==> config.mk <==
export PLATFORM = sky130hd
export DESIGN_NAME = store_lane_writer
export DESIGN_NICKNAME = d
export VERILOG_FILES = /design/src/rtl/store_lane_writer.sv
export SDC_FILE = /design/constraint.sdc
export NUM_CORES = 1
export LEC_CHECK = 0
export BUFFER_PORTS_ARGS = -buffer_cell sky130_fd_sc_hd__buf_4
export CAP_MARGIN = 30
export CORE_MARGIN = 8
export CORE_UTILIZATION = 42
export DETAILED_ROUTE_END_ITERATION = 10
export GPL_TIMING_DRIVEN = 0
export PLACE_DENSITY = 0.79
export SYNTH_ARGS = -nofsm -noshare
export SYNTH_HDL_FRONTEND = slang
export SYNTH_SLANG_ARGS = --single-unit
==> constraint.sdc <==
create_clock -name clk -period 1.28 [get_ports clk]
set_input_delay 0.32 -clock clk [delete_from_list [all_inputs] [get_ports clk]]
set_output_delay 0.32 -clock clk [all_outputs]
set_load 0.02 [all_outputs]
==> src/rtl/store_lane_writer.sv <==
module store_lane_writer #(
  parameter int ADDR_W = 32
) (
  input  logic              clk,
  input  logic              rst_n,
  input  logic [ADDR_W-1:0] cpu_addr,
  input  logic [1:0]        cpu_size,
  input  logic              cpu_wr,
  input  logic [31:0]       cpu_wdata,
  output logic [ADDR_W-3:0] mem_addr,
  output logic [31:0]       mem_wdata,
  output logic [3:0]        mem_wstrb,
  output logic              wr_fault
);

  localparam logic [1:0] SZ_B = 2'd0;
  localparam logic [1:0] SZ_H = 2'd1;
  localparam logic [1:0] SZ_W = 2'd2;

  logic [1:0]  ofs;
  logic        bad;
  logic [31:0] rep;
  logic [3:0]  lanes;

  assign ofs = cpu_addr[1:0];

  assign bad = (cpu_size == SZ_H && ofs[0]) ||
               (cpu_size == SZ_W && ofs != 2'd0) ||
               (cpu_size == 2'd3);

  always_comb begin
    case (cpu_size)
      SZ_B:    rep = {4{cpu_wdata[7:0]}};
      SZ_H:    rep = {2{cpu_wdata[15:0]}};
      default: rep = cpu_wdata;
    endcase
  end

  always_comb begin
    case (cpu_size)
      SZ_B:    lanes = 4'b0001 << ofs;
      SZ_H:    lanes = ofs[1] ? 4'b1100 : 4'b0011;
      SZ_W:    lanes = 4'b1111;
      default: lanes = 4'b0000;
    endcase
  end

  always_ff @(posedge clk) begin
    if (!rst_n) begin
      mem_addr  <= '0;
      mem_wdata <= '0;
      mem_wstrb <= '0;
      wr_fault  <= 1'b0;
    end else begin
      mem_addr  <= cpu_addr[ADDR_W-1:2];
      mem_wdata <= rep;
      mem_wstrb <= (cpu_wr && !bad) ? lanes : 4'b0000;
      wr_fault  <= cpu_wr && bad;
    end
  end

  logic armed;
  always_ff @(posedge clk) begin
    if (!rst_n) armed <= 1'b0;
    else        armed <= 1'b1;
  end


  fault_quiet_chk: assert property (@(posedge clk) disable iff (!rst_n)
    wr_fault |-> mem_wstrb == 4'b0000);


  fault_needs_wr_chk: assert property (@(posedge clk) disable iff (!rst_n)
    (armed && !$past(cpu_wr)) |-> !wr_fault && mem_wstrb == 4'b0000);


  byte_onehot_chk: assert property (@(posedge clk) disable iff (!rst_n)
    (armed && $past(cpu_wr) && $past(cpu_size) == 2'd0) |-> $countones(mem_wstrb) == 1);


  half_dup_chk: assert property (@(posedge clk) disable iff (!rst_n)
    (armed && $past(cpu_size) == 2'd1) |-> mem_wdata[31:16] == mem_wdata[15:0]);


  word_full_chk: assert property (@(posedge clk) disable iff (!rst_n)
    (armed && $past(cpu_wr) && $past(cpu_size) == 2'd2 && $past(cpu_addr[1:0]) == 2'd0)
      |-> mem_wstrb == 4'b1111 && mem_wdata == $past(cpu_wdata));


  addr_chk: assert property (@(posedge clk) disable iff (!rst_n)
    armed |-> mem_addr == $past(cpu_addr[ADDR_W-1:2]));

endmodule

==> reports/qor.log <==
INFO  die            placement_rows=26
INFO  worst_setup_path end_kind=primary output
INFO  die            i_o_pin_count=136
INFO  routing        avgViaCountPerCell=4.67
INFO  synthesis      yosysSeqAreaShare=0.607
INFO  timing         setup_tns=0ns
INFO  finish         cell_count_final_fillers_out=415
INFO  worst_setup_path worst-path-stages=1
INFO  die            die_height=88.5microns
INFO  clocking       cts_made_buffers=9
INFO  routing        drt-pass1-iter-count=4
INFO  clocking       post_cts_clock_slew_at_the_launch_and_capture_registers_of_the_worst_setup_and_hold_paths=0.07ns
INFO  placement      detailed_place.area=0.00330sqmm
INFO  clocking       count_of_clock_tree_sinks=67
INFO  clocking       cts_tree=built
INFO  global_route   initial_antenna_violation_count=0
INFO  placement      post-place-ws=-0.116ns
INFO  die            die-width=88.5microns
INFO  routing        initialDrtViolationCount=52
INFO  worst_setup_path critPathArrivalTime=0.80ns
INFO  worst_setup_path start_point_of_the_critical_path=mem_wdata[15]
INFO  flow_run       cap_violations=0
INFO  clocking       clk_root_buffer_cell=sky130_fd_sc_hd__clkbuf_8
INFO  global_route   grt_max_degree=12
INFO  clocking       htree_num_levels=3
INFO  routing        remaining_drc_errors=0
INFO  power          power_per_cell_area=1390mW/mm^2
INFO  global_route   first_global_vias=1952
INFO  worst_setup_path critical_path_buf_inv_count=1
INFO  finish         finish.net_count=410
INFO  global_route   overflow=0
INFO  routing        routed_wirelength=6900microns
INFO  worst_setup_path critical_path.slowest_cell=sky130_fd_sc_hd__dfxtp_1
INFO  timing         setup_repair_after_global_routing_missed_its_margin=no
INFO  worst_setup_path crit_path_max_incr_delay=0.33ns
INFO  synthesis      asyncSetResetFlopFracSynth=0
INFO  worst_setup_path timing_worst_setup_path_type=reg2out
INFO  clocking       cts.repair_timing.setup_buffer_count=0
INFO  synthesis      synth_top_flop_cell=sky130_fd_sc_hd__dfxtp_1
INFO  die            design.core.area=0.00511sqmm
INFO  timing         period_share=0.871
INFO  finish         flow.area_growth_from_synthesis=58.9%
INFO  synthesis      yosys.cell_types.count=26
INFO  die            initial_utilization=0.433
INFO  routing        routed-via-count=1939
INFO  synthesis      synth-warning-count=0
INFO  placement      hpwlAfterDp=5290microns
INFO  timing         achievable_frequency=0.897GHz
INFO  synthesis      postSynthNetCount=266
INFO  placement      placed_instances=400
INFO  finish         layout.cell_area.non_filler=0.00351sqmm
INFO  worst_setup_path timing.critical_path.to=mem_wdata[15]
INFO  global_route   wire_length_of_the_first_global_routing_pass=10000microns
INFO  timing         max_slew_margin=0.661
INFO  status         outcome=completed
INFO  worst_hold_path min_path_type=in2reg
INFO  synthesis      netlist_instances=197
INFO  placement      gp_congestion=0.697
INFO  worst_setup_path crit_required=0.96ns
INFO  synthesis      syn_area_per_cell=11.2squm
INFO  synthesis      mappedNetlistArea=0.00221sqmm
INFO  timing         finalHoldViolCount=0
INFO  timing         timing.final.setup_violations=0
INFO  placement      port-buffer-count=133
INFO  clocking       cts_max_path_buffers=2
INFO  routing        drtAntennaViolNets=0
INFO  power          maximum_vdd_ir_drop=0.744mV
INFO  synthesis      synth.ff_latch_count=67
INFO  worst_hold_path timing.hold.worst_path_depth=2
INFO  worst_setup_path timing.critical_path.fanout_max=1
INFO  timing         final_max_slew_viol_count=0
INFO  worst_setup_path crit_path_start_kind=flip-flop
INFO  clocking       cts_hold_buffers=0
INFO  timing         postLayoutSetupSlackWorst=0.165ns
INFO  finish         antennaDiodeCount=0
INFO  clocking       post_cts_resized=0
INFO  power          p_leak=0.00167uW
INFO  routing        wire_per_inst=16.6microns
INFO  timing         tightest_slew=0.509ns
INFO  finish         drive_above_1_share=0.449
INFO  global_route   groute.usage.overall=0.172
INFO  worst_setup_path critical_path.cell_chain=buf_4
INFO  synthesis      synth_enable_flop_cells=0
INFO  timing         post-route-min-period=1.12ns
INFO  worst_setup_path crit_family=flip-flops
INFO  die            die-area=0.00784sqmm
[layer usage]
metal / part of all wire / vias up / track usage
met5: 0 / - / 0
met4: 0.0091 / 0 / 0.0737
met3: 0.14 / 6 / 0.0854
met2: 0.45 / 111 / 0.278
met1: 0.40 / 873 / 0.188
li1: - / 949 / -
[flip-flops by register name, indices dropped and copies added (netlist names)]
name,count
mem_wstrb,4
mem_addr,30
wr_fault,1
mem_wdata,32
[worst min path at each step]
stage / end / slack [ns] / startpoint
2_1_floorplan: mem_wstrb[2] / 0.38 / cpu_addr[0]
3_3_place_gp: mem_addr[10] / 0.53 / cpu_addr[12]
3_5_place_dp: mem_addr[3] / 0.53 / cpu_addr[5]
4_1_cts: mem_wstrb[1] / 0.18 / cpu_addr[1]
5_1_grt: mem_wstrb[1] / 0.18 / cpu_addr[1]
6_report: mem_wstrb[1] / 0.19 / cpu_addr[1]
[cell type report]
| class | instances | area (sq um) |
|---|---|---|
| multi-input cells | 115 | 792 |
| repair buffers | 133 | 998 |
| clock inverters | 5 | 77.6 |
| well taps | 70 | 87.6 |
| plain buffers | 13 | 68.8 |
| inverters | 2 | 7.51 |
| flip-flops and latches | 67 | 1340 |
| fillers | 390 | 1600 |
| clock buffers | 10 | 138 |
[cell usage in the layout, fill, tap and decap left out]
cell type	instances
sky130_fd_sc_hd__buf_4	136
sky130_fd_sc_hd__dfxtp_1	67
sky130_fd_sc_hd__and2_1	38
sky130_fd_sc_hd__mux2i_1	16
sky130_fd_sc_hd__clkbuf_8	10
sky130_fd_sc_hd__or3b_1	9
sky130_fd_sc_hd__a21oi_1	9
sky130_fd_sc_hd__nor2b_1	8
sky130_fd_sc_hd__a211oi_1	8
sky130_fd_sc_hd__nor2_1	8
sky130_fd_sc_hd__o21ai_0	8
sky130_fd_sc_hd__clkbuf_1	6
sky130_fd_sc_hd__inv_1	2
sky130_fd_sc_hd__buf_1	2
sky130_fd_sc_hd__clkinv_2	2
sky130_fd_sc_hd__bufinv_16	2
sky130_fd_sc_hd__buf_2	1
sky130_fd_sc_hd__buf_6	1
sky130_fd_sc_hd__nand2b_1	1
sky130_fd_sc_hd__nand2_1	1
sky130_fd_sc_hd__a211oi_2	1
sky130_fd_sc_hd__xnor2_1	1
sky130_fd_sc_hd__o21a_1	1
sky130_fd_sc_hd__a2111oi_2	1
sky130_fd_sc_hd__a2111oi_0	1
sky130_fd_sc_hd__or3_1	1
sky130_fd_sc_hd__nand3_1	1
sky130_fd_sc_hd__o32ai_1	1
sky130_fd_sc_hd__nor3b_1	1
sky130_fd_sc_hd__clkinvlp_4	1
[Yosys cell counts, types with 2 or more instances]
cell / instances / area [sq um]
sky130_fd_sc_hd__a211oi_1: 8 / 60.1
sky130_fd_sc_hd__and2_1: 38 / 238
sky130_fd_sc_hd__o21ai_0: 8 / 40.0
sky130_fd_sc_hd__a21oi_1: 9 / 45.0
sky130_fd_sc_hd__clkbuf_1: 6 / 22.5
sky130_fd_sc_hd__nor2b_1: 8 / 50.1
sky130_fd_sc_hd__mux2i_1: 16 / 160
sky130_fd_sc_hd__buf_4: 3 / 22.5
sky130_fd_sc_hd__buf_1: 2 / 7.51
sky130_fd_sc_hd__or3b_1: 9 / 78.8
sky130_fd_sc_hd__inv_1: 2 / 7.51
sky130_fd_sc_hd__nor2_1: 8 / 30.0
sky130_fd_sc_hd__dfxtp_1: 67 / 1340
[power breakdown]
group | switching [uW] | internal [uW]
combinational | 380 | 380
sequential | 29.6 | 2210
clock | 761 | 1130
total | 1170 | 3720
[cells by family (layout without fill, tap and decap cells)]
kind of cell | count (synthesis) | after routing | share of synthesized area
AO/OA/AOI/OAI | 30 | 30 | 0.0895
XOR/XNOR | 1 | 1 | 0.00396
buffers and inverters | 15 | 163 | 0.0345
flip-flops | 67 | 67 | 0.607
multiplexers | 16 | 16 | 0.0725
AND/OR/NAND/NOR | 68 | 68 | 0.193
[metrics by stage]
step,total power [uW],util,hold WS (ns)
2_1_floorplan,2630,-,0.385
3_3_place_gp,3030,0.645,0.528
3_5_place_dp,3050,0.645,0.531
4_1_cts,4940,0.687,0.177
5_1_grt,5080,0.687,0.181
6_report,4890,0.687,0.193
Power figures use the tool's default switching activity.
